[config.mk]
export PLATFORM = sky130hd
export DESIGN_NAME = shift_rotate_unit
export DESIGN_NICKNAME = d
export VERILOG_FILES = /design/src/rtl/sr_pkg.sv /design/src/rtl/sr_count_prep.sv /design/src/rtl/sr_step_lanes.sv /design/src/rtl/shift_rotate_unit.sv
export SDC_FILE = /design/constraint.sdc
export NUM_CORES = 1
export LEC_CHECK = 0
export CAP_MARGIN = 5
export CORE_ASPECT_RATIO = 1.4
export CORE_UTILIZATION = 30
export DETAILED_ROUTE_END_ITERATION = 7
export DONT_BUFFER_PORTS = 1
export MAX_ROUTING_LAYER = met4
export PLACE_DENSITY = 0.46
export SLEW_MARGIN = 40
export SYNTH_ARGS = -nofsm -noshare
export SYNTH_HDL_FRONTEND = slang
export SYNTH_SLANG_ARGS = --single-unit
export TNS_END_PERCENT = 10
[constraint.sdc]
create_clock -name clk -period 2 [get_ports clk]
set_input_delay 0.6 -clock clk [delete_from_list [all_inputs] [get_ports clk]]
set_output_delay 0.6 -clock clk [all_outputs]
set_load 0.02 [all_outputs]
[src/rtl/sr_pkg.sv]
package sr_pkg;

    typedef enum logic [2:0] {
        OP_ROL     = 3'd0,
        OP_ROR     = 3'd1,
        OP_RCL     = 3'd2,
        OP_RCR     = 3'd3,
        OP_SHL     = 3'd4,
        OP_SHR     = 3'd5,
        OP_SHL_ALT = 3'd6,
        OP_SAR     = 3'd7
    } sr_op_e;

    typedef enum logic [1:0] {
        CS_ONE     = 2'd0,
        CS_IMM     = 2'd1,
        CS_REG     = 2'd2,
        CS_ONE_ALT = 2'd3
    } cnt_src_e;

    typedef enum logic [1:0] {
        ST_IDLE   = 2'd0,
        ST_STEP   = 2'd1,
        ST_FINISH = 2'd2
    } sr_state_e;

    // Operations whose outgoing bit leaves from the most significant end
    function automatic logic moves_left(input sr_op_e op);
        return (op == OP_ROL) || (op == OP_RCL) ||
               (op == OP_SHL) || (op == OP_SHL_ALT);
    endfunction

    function automatic logic through_carry(input sr_op_e op);
        return (op == OP_RCL) || (op == OP_RCR);
    endfunction

endpackage

[src/rtl/sr_count_prep.sv]
module sr_count_prep
    import sr_pkg::*;
#(
    parameter int IMM_W     = 8,
    parameter int CREG_W    = 32,
    parameter int CNT_W     = 5,
    parameter int NUM_LANES = 3,
    parameter int SEL_W     = 2
) (
    input  cnt_src_e          src_i,
    input  logic [IMM_W-1:0]  imm_i,
    input  logic [CREG_W-1:0] creg_i,
    input  sr_op_e            op_i,
    input  logic [SEL_W-1:0]  lane_i,
    output logic [CNT_W-1:0]  eff_o,
    output logic              is_one_o
);

    logic [CNT_W-1:0] masked;
    logic [CNT_W-1:0] rc_mod [NUM_LANES];
    logic             unused_hi_bits;

    assign unused_hi_bits = ^{imm_i[IMM_W-1:CNT_W], creg_i[CREG_W-1:CNT_W]};

    // Source select, keeping only the low CNT_W bits
    always_comb begin
        unique case (src_i)
            CS_IMM:  masked = imm_i[CNT_W-1:0];
            CS_REG:  masked = creg_i[CNT_W-1:0];
            default: masked = CNT_W'(1);
        endcase
    end

    // Modulo (width+1) reduction for every lane width
    for (genvar g = 0; g < NUM_LANES; g++) begin : g_mod
        localparam int RC_FIELD = (8 << g) + 1;
        assign rc_mod[g] = CNT_W'(int'(masked) % RC_FIELD);
    end

    assign eff_o    = through_carry(op_i) ? rc_mod[lane_i] : masked;
    assign is_one_o = (masked == CNT_W'(1));

endmodule

[src/rtl/sr_step_lanes.sv]
module sr_step_lanes
    import sr_pkg::*;
#(
    parameter int DATA_W    = 32,
    parameter int NUM_LANES = 3,
    parameter int SEL_W     = 2
) (
    input  logic [DATA_W-1:0] work_i,
    input  logic              cf_i,
    input  sr_op_e            op_i,
    input  logic [SEL_W-1:0]  lane_i,
    input  logic              ov_en_i,
    output logic [DATA_W-1:0] next_o,
    output logic              next_cf_o,
    output logic              ovf_o
);

    logic [DATA_W-1:0] lane_res [NUM_LANES];
    logic              lane_cf  [NUM_LANES];
    logic              lane_top [NUM_LANES];
    logic              lane_sub [NUM_LANES];

    for (genvar g = 0; g < NUM_LANES; g++) begin : g_lane
        localparam int LW = 8 << g;
        logic [LW-1:0] x;
        logic [LW-1:0] y;
        logic          co;

        assign x = work_i[LW-1:0];

        always_comb begin
            unique case (op_i)
                OP_ROL: begin y = {x[LW-2:0], x[LW-1]};    co = x[LW-1]; end
                OP_ROR: begin y = {x[0], x[LW-1:1]};       co = x[0];    end
                OP_RCL: begin y = {x[LW-2:0], cf_i};       co = x[LW-1]; end
                OP_RCR: begin y = {cf_i, x[LW-1:1]};       co = x[0];    end
                OP_SHL,
                OP_SHL_ALT: begin y = {x[LW-2:0], 1'b0};   co = x[LW-1]; end
                OP_SHR: begin y = {1'b0, x[LW-1:1]};       co = x[0];    end
                OP_SAR: begin y = {x[LW-1], x[LW-1:1]};    co = x[0];    end
                default: begin y = x;                      co = cf_i;    end
            endcase
        end

        assign lane_res[g] = DATA_W'(y);
        assign lane_cf[g]  = co;
        assign lane_top[g] = x[LW-1];
        assign lane_sub[g] = x[LW-2];
    end

    assign next_o    = lane_res[lane_i];
    assign next_cf_o = lane_cf[lane_i];

    // Overflow from the final value: left moves compare MSB with carry,
    // right moves compare the two top bits of the result
    always_comb begin
        if (!ov_en_i) begin
            ovf_o = 1'b0;
        end else if (moves_left(op_i)) begin
            ovf_o = lane_top[lane_i] ^ cf_i;
        end else begin
            ovf_o = lane_top[lane_i] ^ lane_sub[lane_i];
        end
    end

endmodule

[src/rtl/shift_rotate_unit.sv]
module shift_rotate_unit
    import sr_pkg::*;
#(
    parameter int DATA_W = 32,
    parameter int IMM_W  = 8,
    parameter int CREG_W = 32,
    parameter int CNT_W  = 5
) (
    input  logic              clk,
    input  logic              rst_n,
    input  logic              start_i,
    input  logic [2:0]        op_i,
    input  logic [1:0]        size_i,
    input  logic [1:0]        cnt_src_i,
    input  logic [IMM_W-1:0]  imm_i,
    input  logic [CREG_W-1:0] creg_i,
    input  logic [DATA_W-1:0] operand_i,
    input  logic              carry_i,
    output logic              busy_o,
    output logic              done_o,
    output logic [DATA_W-1:0] result_o,
    output logic              carry_o,
    output logic              overflow_o
);

    localparam int NUM_LANES = $clog2(DATA_W / 8) + 1;
    localparam int SEL_W     = (NUM_LANES > 1) ? $clog2(NUM_LANES) : 1;

    sr_state_e         state_q, state_d;
    logic [DATA_W-1:0] work_q;
    logic              cf_q;
    logic [CNT_W-1:0]  rem_q;
    sr_op_e            op_q;
    logic [SEL_W-1:0]  lane_q;
    logic              ov_en_q;

    sr_op_e            op_in;
    cnt_src_e          src_in;
    logic [SEL_W-1:0]  lane_in;
    logic [DATA_W-1:0] width_mask;
    logic [CNT_W-1:0]  eff_cnt;
    logic              cnt_is_one;
    logic              accept;
    logic [DATA_W-1:0] step_res;
    logic              step_cf;
    logic              ovf_val;

    assign op_in  = sr_op_e'(op_i);
    assign src_in = cnt_src_e'(cnt_src_i);
    assign accept = start_i && (state_q == ST_IDLE);

    always_comb begin
        if (int'(size_i) >= NUM_LANES) lane_in = SEL_W'(NUM_LANES - 1);
        else                           lane_in = SEL_W'(size_i);
    end

    always_comb begin
        for (int b = 0; b < DATA_W; b++) begin
            width_mask[b] = (b < (8 << int'(lane_in)));
        end
    end

    sr_count_prep #(
        .IMM_W     (IMM_W),
        .CREG_W    (CREG_W),
        .CNT_W     (CNT_W),
        .NUM_LANES (NUM_LANES),
        .SEL_W     (SEL_W)
    ) u_count (
        .src_i    (src_in),
        .imm_i    (imm_i),
        .creg_i   (creg_i),
        .op_i     (op_in),
        .lane_i   (lane_in),
        .eff_o    (eff_cnt),
        .is_one_o (cnt_is_one)
    );

    sr_step_lanes #(
        .DATA_W    (DATA_W),
        .NUM_LANES (NUM_LANES),
        .SEL_W     (SEL_W)
    ) u_lanes (
        .work_i    (work_q),
        .cf_i      (cf_q),
        .op_i      (op_q),
        .lane_i    (lane_q),
        .ov_en_i   (ov_en_q),
        .next_o    (step_res),
        .next_cf_o (step_cf),
        .ovf_o     (ovf_val)
    );

    // State register
    always_ff @(posedge clk or negedge rst_n) begin
        if (!rst_n) state_q <= ST_IDLE;
        else        state_q <= state_d;
    end

    // Transitions
    always_comb begin
        state_d = state_q;
        unique case (state_q)
            ST_IDLE: begin
                if (accept) begin
                    state_d = (eff_cnt == '0) ? ST_FINISH : ST_STEP;
                end
            end
            ST_STEP: begin
                if (rem_q == CNT_W'(1)) state_d = ST_FINISH;
            end
            ST_FINISH: state_d = ST_IDLE;
            default:   state_d = ST_IDLE;
        endcase
    end

    // Operation context and working value
    always_ff @(posedge clk or negedge rst_n) begin
        if (!rst_n) begin
            work_q  <= '0;
            cf_q    <= 1'b0;
            rem_q   <= '0;
            op_q    <= OP_ROL;
            lane_q  <= '0;
            ov_en_q <= 1'b0;
        end else begin
            unique case (state_q)
                ST_IDLE: begin
                    if (accept) begin
                        work_q  <= operand_i & width_mask;
                        cf_q    <= carry_i;
                        rem_q   <= eff_cnt;
                        op_q    <= op_in;
                        lane_q  <= lane_in;
                        ov_en_q <= cnt_is_one;
                    end
                end
                ST_STEP: begin
                    work_q <= step_res;
                    cf_q   <= step_cf;
                    rem_q  <= rem_q - CNT_W'(1);
                end
                default: ;
            endcase
        end
    end

    // Outputs
    always_comb begin
        busy_o     = (state_q != ST_IDLE);
        done_o     = 1'b0;
        result_o   = '0;
        carry_o    = 1'b0;
        overflow_o = 1'b0;
        unique case (state_q)
            ST_FINISH: begin
                done_o     = 1'b1;
                result_o   = work_q;
                carry_o    = cf_q;
                overflow_o = ovf_val;
            end
            default: ;
        endcase
    end

endmodule

==> impl_results.md <==
- Outcome: finished with violations
- Failing checks: setup timing
- Ports: 119
- Worst reg2reg path endpoint: work_q[15]
- Placed cell area: 0.00428 mm²
- Register bit total from synthesis: 46
- Layout area overhead: 28.1%
- Post-Layout Inst Area: 0.00468 mm²
- Max-slew headroom: 0.517
- Peak VDD IR: 0.540 mV
- Width of the die: 95.3 µm
- Synth cell count leaders: nor2_1 (79), dfrtp_1 (46), nand2_1 (44)
- DP Wirelength: 8380 µm
- EDFF count, synth: 0
- Syn. warnings: 0
- Die area: 0.0126 mm²
- Critical path arrival: 3240 ps
- Storage element area: 0.00115 mm²
- Most common flop cell mapped by yosys: dfrtp_1
- Fill count: 1208
- Core ar.: 0.0118 mm²
- Synth area leader: dfrtp_1
- Power, Total: 6.46 mW
- Final Hold Fails: 0
- Die Ht: 133 µm
- Ys async rst share: 1.00
- Antenna Nets Post-Route: 0
- Final setup viols: 8
- WL per Instance: 17.2 µm
- Worst Skew: 4.07 ps
- R2R Setup Slk: 200 ps
- Post-synthesis average cell area: 8.15 µm²
- Vias in the first global route: 3592
- Num CTS Buffers: 5
- Final setup margin: -1020 ps
- CP endpoint kind: register
- CP Class: in2reg
- Crit-path max FO: 5
- Max-cap viol count: 0
- Crit path required time: 2210 ps
- Tmin final: 3020 ps
- Detailed Routing Iterations Pass 1: 4
- LEAKAGE: 2.02 nW
- Critical path launch point type: input pin
- Htree depth: 2
- Multi-input logic area: 0.00254 mm²
- CTS tree: yes
- Antenna cells: 0
- Total wire length: 11200 µm
- Tot GR Track Use: 0.187
- Clock sinks: 46
- Starting DRT DRC Count: 138
- Worst r2r path cells: 6
- Worst slew pin tran: 722 ps
- Synth Net Count: 545
- Most common cell in the netlist: nor2_1
- Clk_lat worst skew: 290 ps
- Minimum hold slack: 143 ps
- Fin. max-slew vios: 0
- Worst setup path startpoint: cnt_src_i[0]
- Port bufs: 0
- Register area share after synthesis: 0.315
- Unrepaired setup endpoints after global routing: yes
- CTS root buf: clkbuf_16
- Via-per-instance ratio: 5.33
- Largest net degree at the start of global routing: 35
- Min-delay worst type: in2async
- Largest cells by area after synthesis: dfrtp_1 (32%), nor2_1 (8.1%), mux2_2 (7.4%), and2_1 (5.8%), a221oi_1 (5.8%)
- Initial Util: 0.309
- Row count: 47
- Cells after synthesis: 448
- Fmax: 331 MHz
- Reg2reg start: state_q[0]
- Gp weighted congestion: 0.851
- Antenna violations before repair: 0
- Share of the synthesized area in the top cell type: 0.315
- Netlist cell types: 58
- Clock transition at the registers of the reported paths: 60 ps
- CTS max path bufs: 2
- Total negative slack: -6920 ps
- NumNets Final: 601
- Overflow after GRT: 0
- Period utilization: 1.51
- Routed vias: 3470
- Synth Cell Area: 0.00365 mm²
- Ratio of cells with drive above 1 in the final layout: 0.349
- Pwr Density: 1380 mW/mm²
- # DRC: 0
- First-pass GRT wire length: 17900 µm
[area by class of cell]
| type | count | area share |
|---|---|---|
| tap | 147 | 0.0393 |
| inverter | 15 | 0.0142 |
| multi-input combinational | 360 | 0.542 |
| timing repair buffer | 76 | 0.129 |
| clock buffer | 7 | 0.0284 |
| sequential | 46 | 0.246 |
[power by group]
group | switching (mW) | internal (mW)
combinational | 2.11 | 1.73
sequential | 0.430 | 1.40
clock | 0.335 | 0.458
[what timing repair did]
item | in CTS | in global routing
hold endpoints to repair | 31 | 0
buffers inserted | 8 | 4
hold buffers | 2 | 0
pin swaps | 12 | 13
endpoints found under the setup margin | 32 | 30
resized for setup | 21 | 35
[metrics by stage]
stage | worst slack, ps | instances | util
after floorplan | -1400 | 448 | -
after global placement | -1420 | 630 | 0.362
after detailed placement | -1500 | 630 | 0.362
after CTS | -1030 | 647 | 0.387
after global routing | -1160 | 651 | 0.396
final | -1020 | 651 | 0.396
[worst max-delay path by stage]
stage / end / slack, ps / depth (start not counted)
4_1_cts: state_q[0] / -1030 / 14
3_3_place_gp: rem_q[3] / -1420 / 15
2_1_floorplan: state_q[0] / -1400 / 15
5_1_grt: state_q[0] / -1160 / 14
3_5_place_dp: rem_q[3] / -1500 / 15
6_report: state_q[0] / -1020 / 15
[cell usage in the layout (no fill, tap or decap), drive strengths merged, types with 4 or more instances in the layout]
cell type  Yosys  routed
nor2          79      79
o21ai         22      22
nand2         44      44
ha            14      14
o211ai        10      10
mux2          25      25
nor3           7       7
a221oi        24      24
buf            4      75
and2          36      36
nand3          7       7
inv           15      15
a22oi          6       6
dfrtp         46      46
a21oi         19      19
mux2i         12      12
or2            4       4
clkbuf        23       7
a31oi          4       4
[critical path: stages]
cell	delay, ps
inv_8	10
ha_4	160
a221o_2	370
inv_2	80
ha_4	140
nor2_4	40
a311oi_2	260
xnor2_2	190
ha_2	250
o21ai_2	70
o21a_2	240
o21ai_2	160
mux2_4	330
o211ai_1	180
a2bb2oi_1	160
[routing by layer]
metal / vias to the layer above / part of all wire / GRT usage
li1: 1711 / - / -
met1: 1656 / 0.39 / 0.194
met2: 90 / 0.54 / 0.342
met3: 13 / 0.055 / 0.0356
met4: 0 / 0.017 / 0.0648
met5: - / 0 / -
[cell families (layout without fill, tap and decap cells)]
group,Yosys count,count (layout),share of synthesized area
compound gates,114,114,0.231
xor+xnor,3,3,0.00720
fa+ha+maj,14,14,0.0480
buf+inv,42,98,0.0463
flops,46,46,0.315
mux,37,37,0.111
simple gates,192,192,0.242
[state kept, by name, indices dropped and copies added, names as in the netlist]
register / count
work_q: 32
cf_q: 1
lane_q: 2
ov_en_q: 1
state_q: 2
rem_q: 5
op_q: 3
No activity file was read; power rests on OpenSTA's default activity.
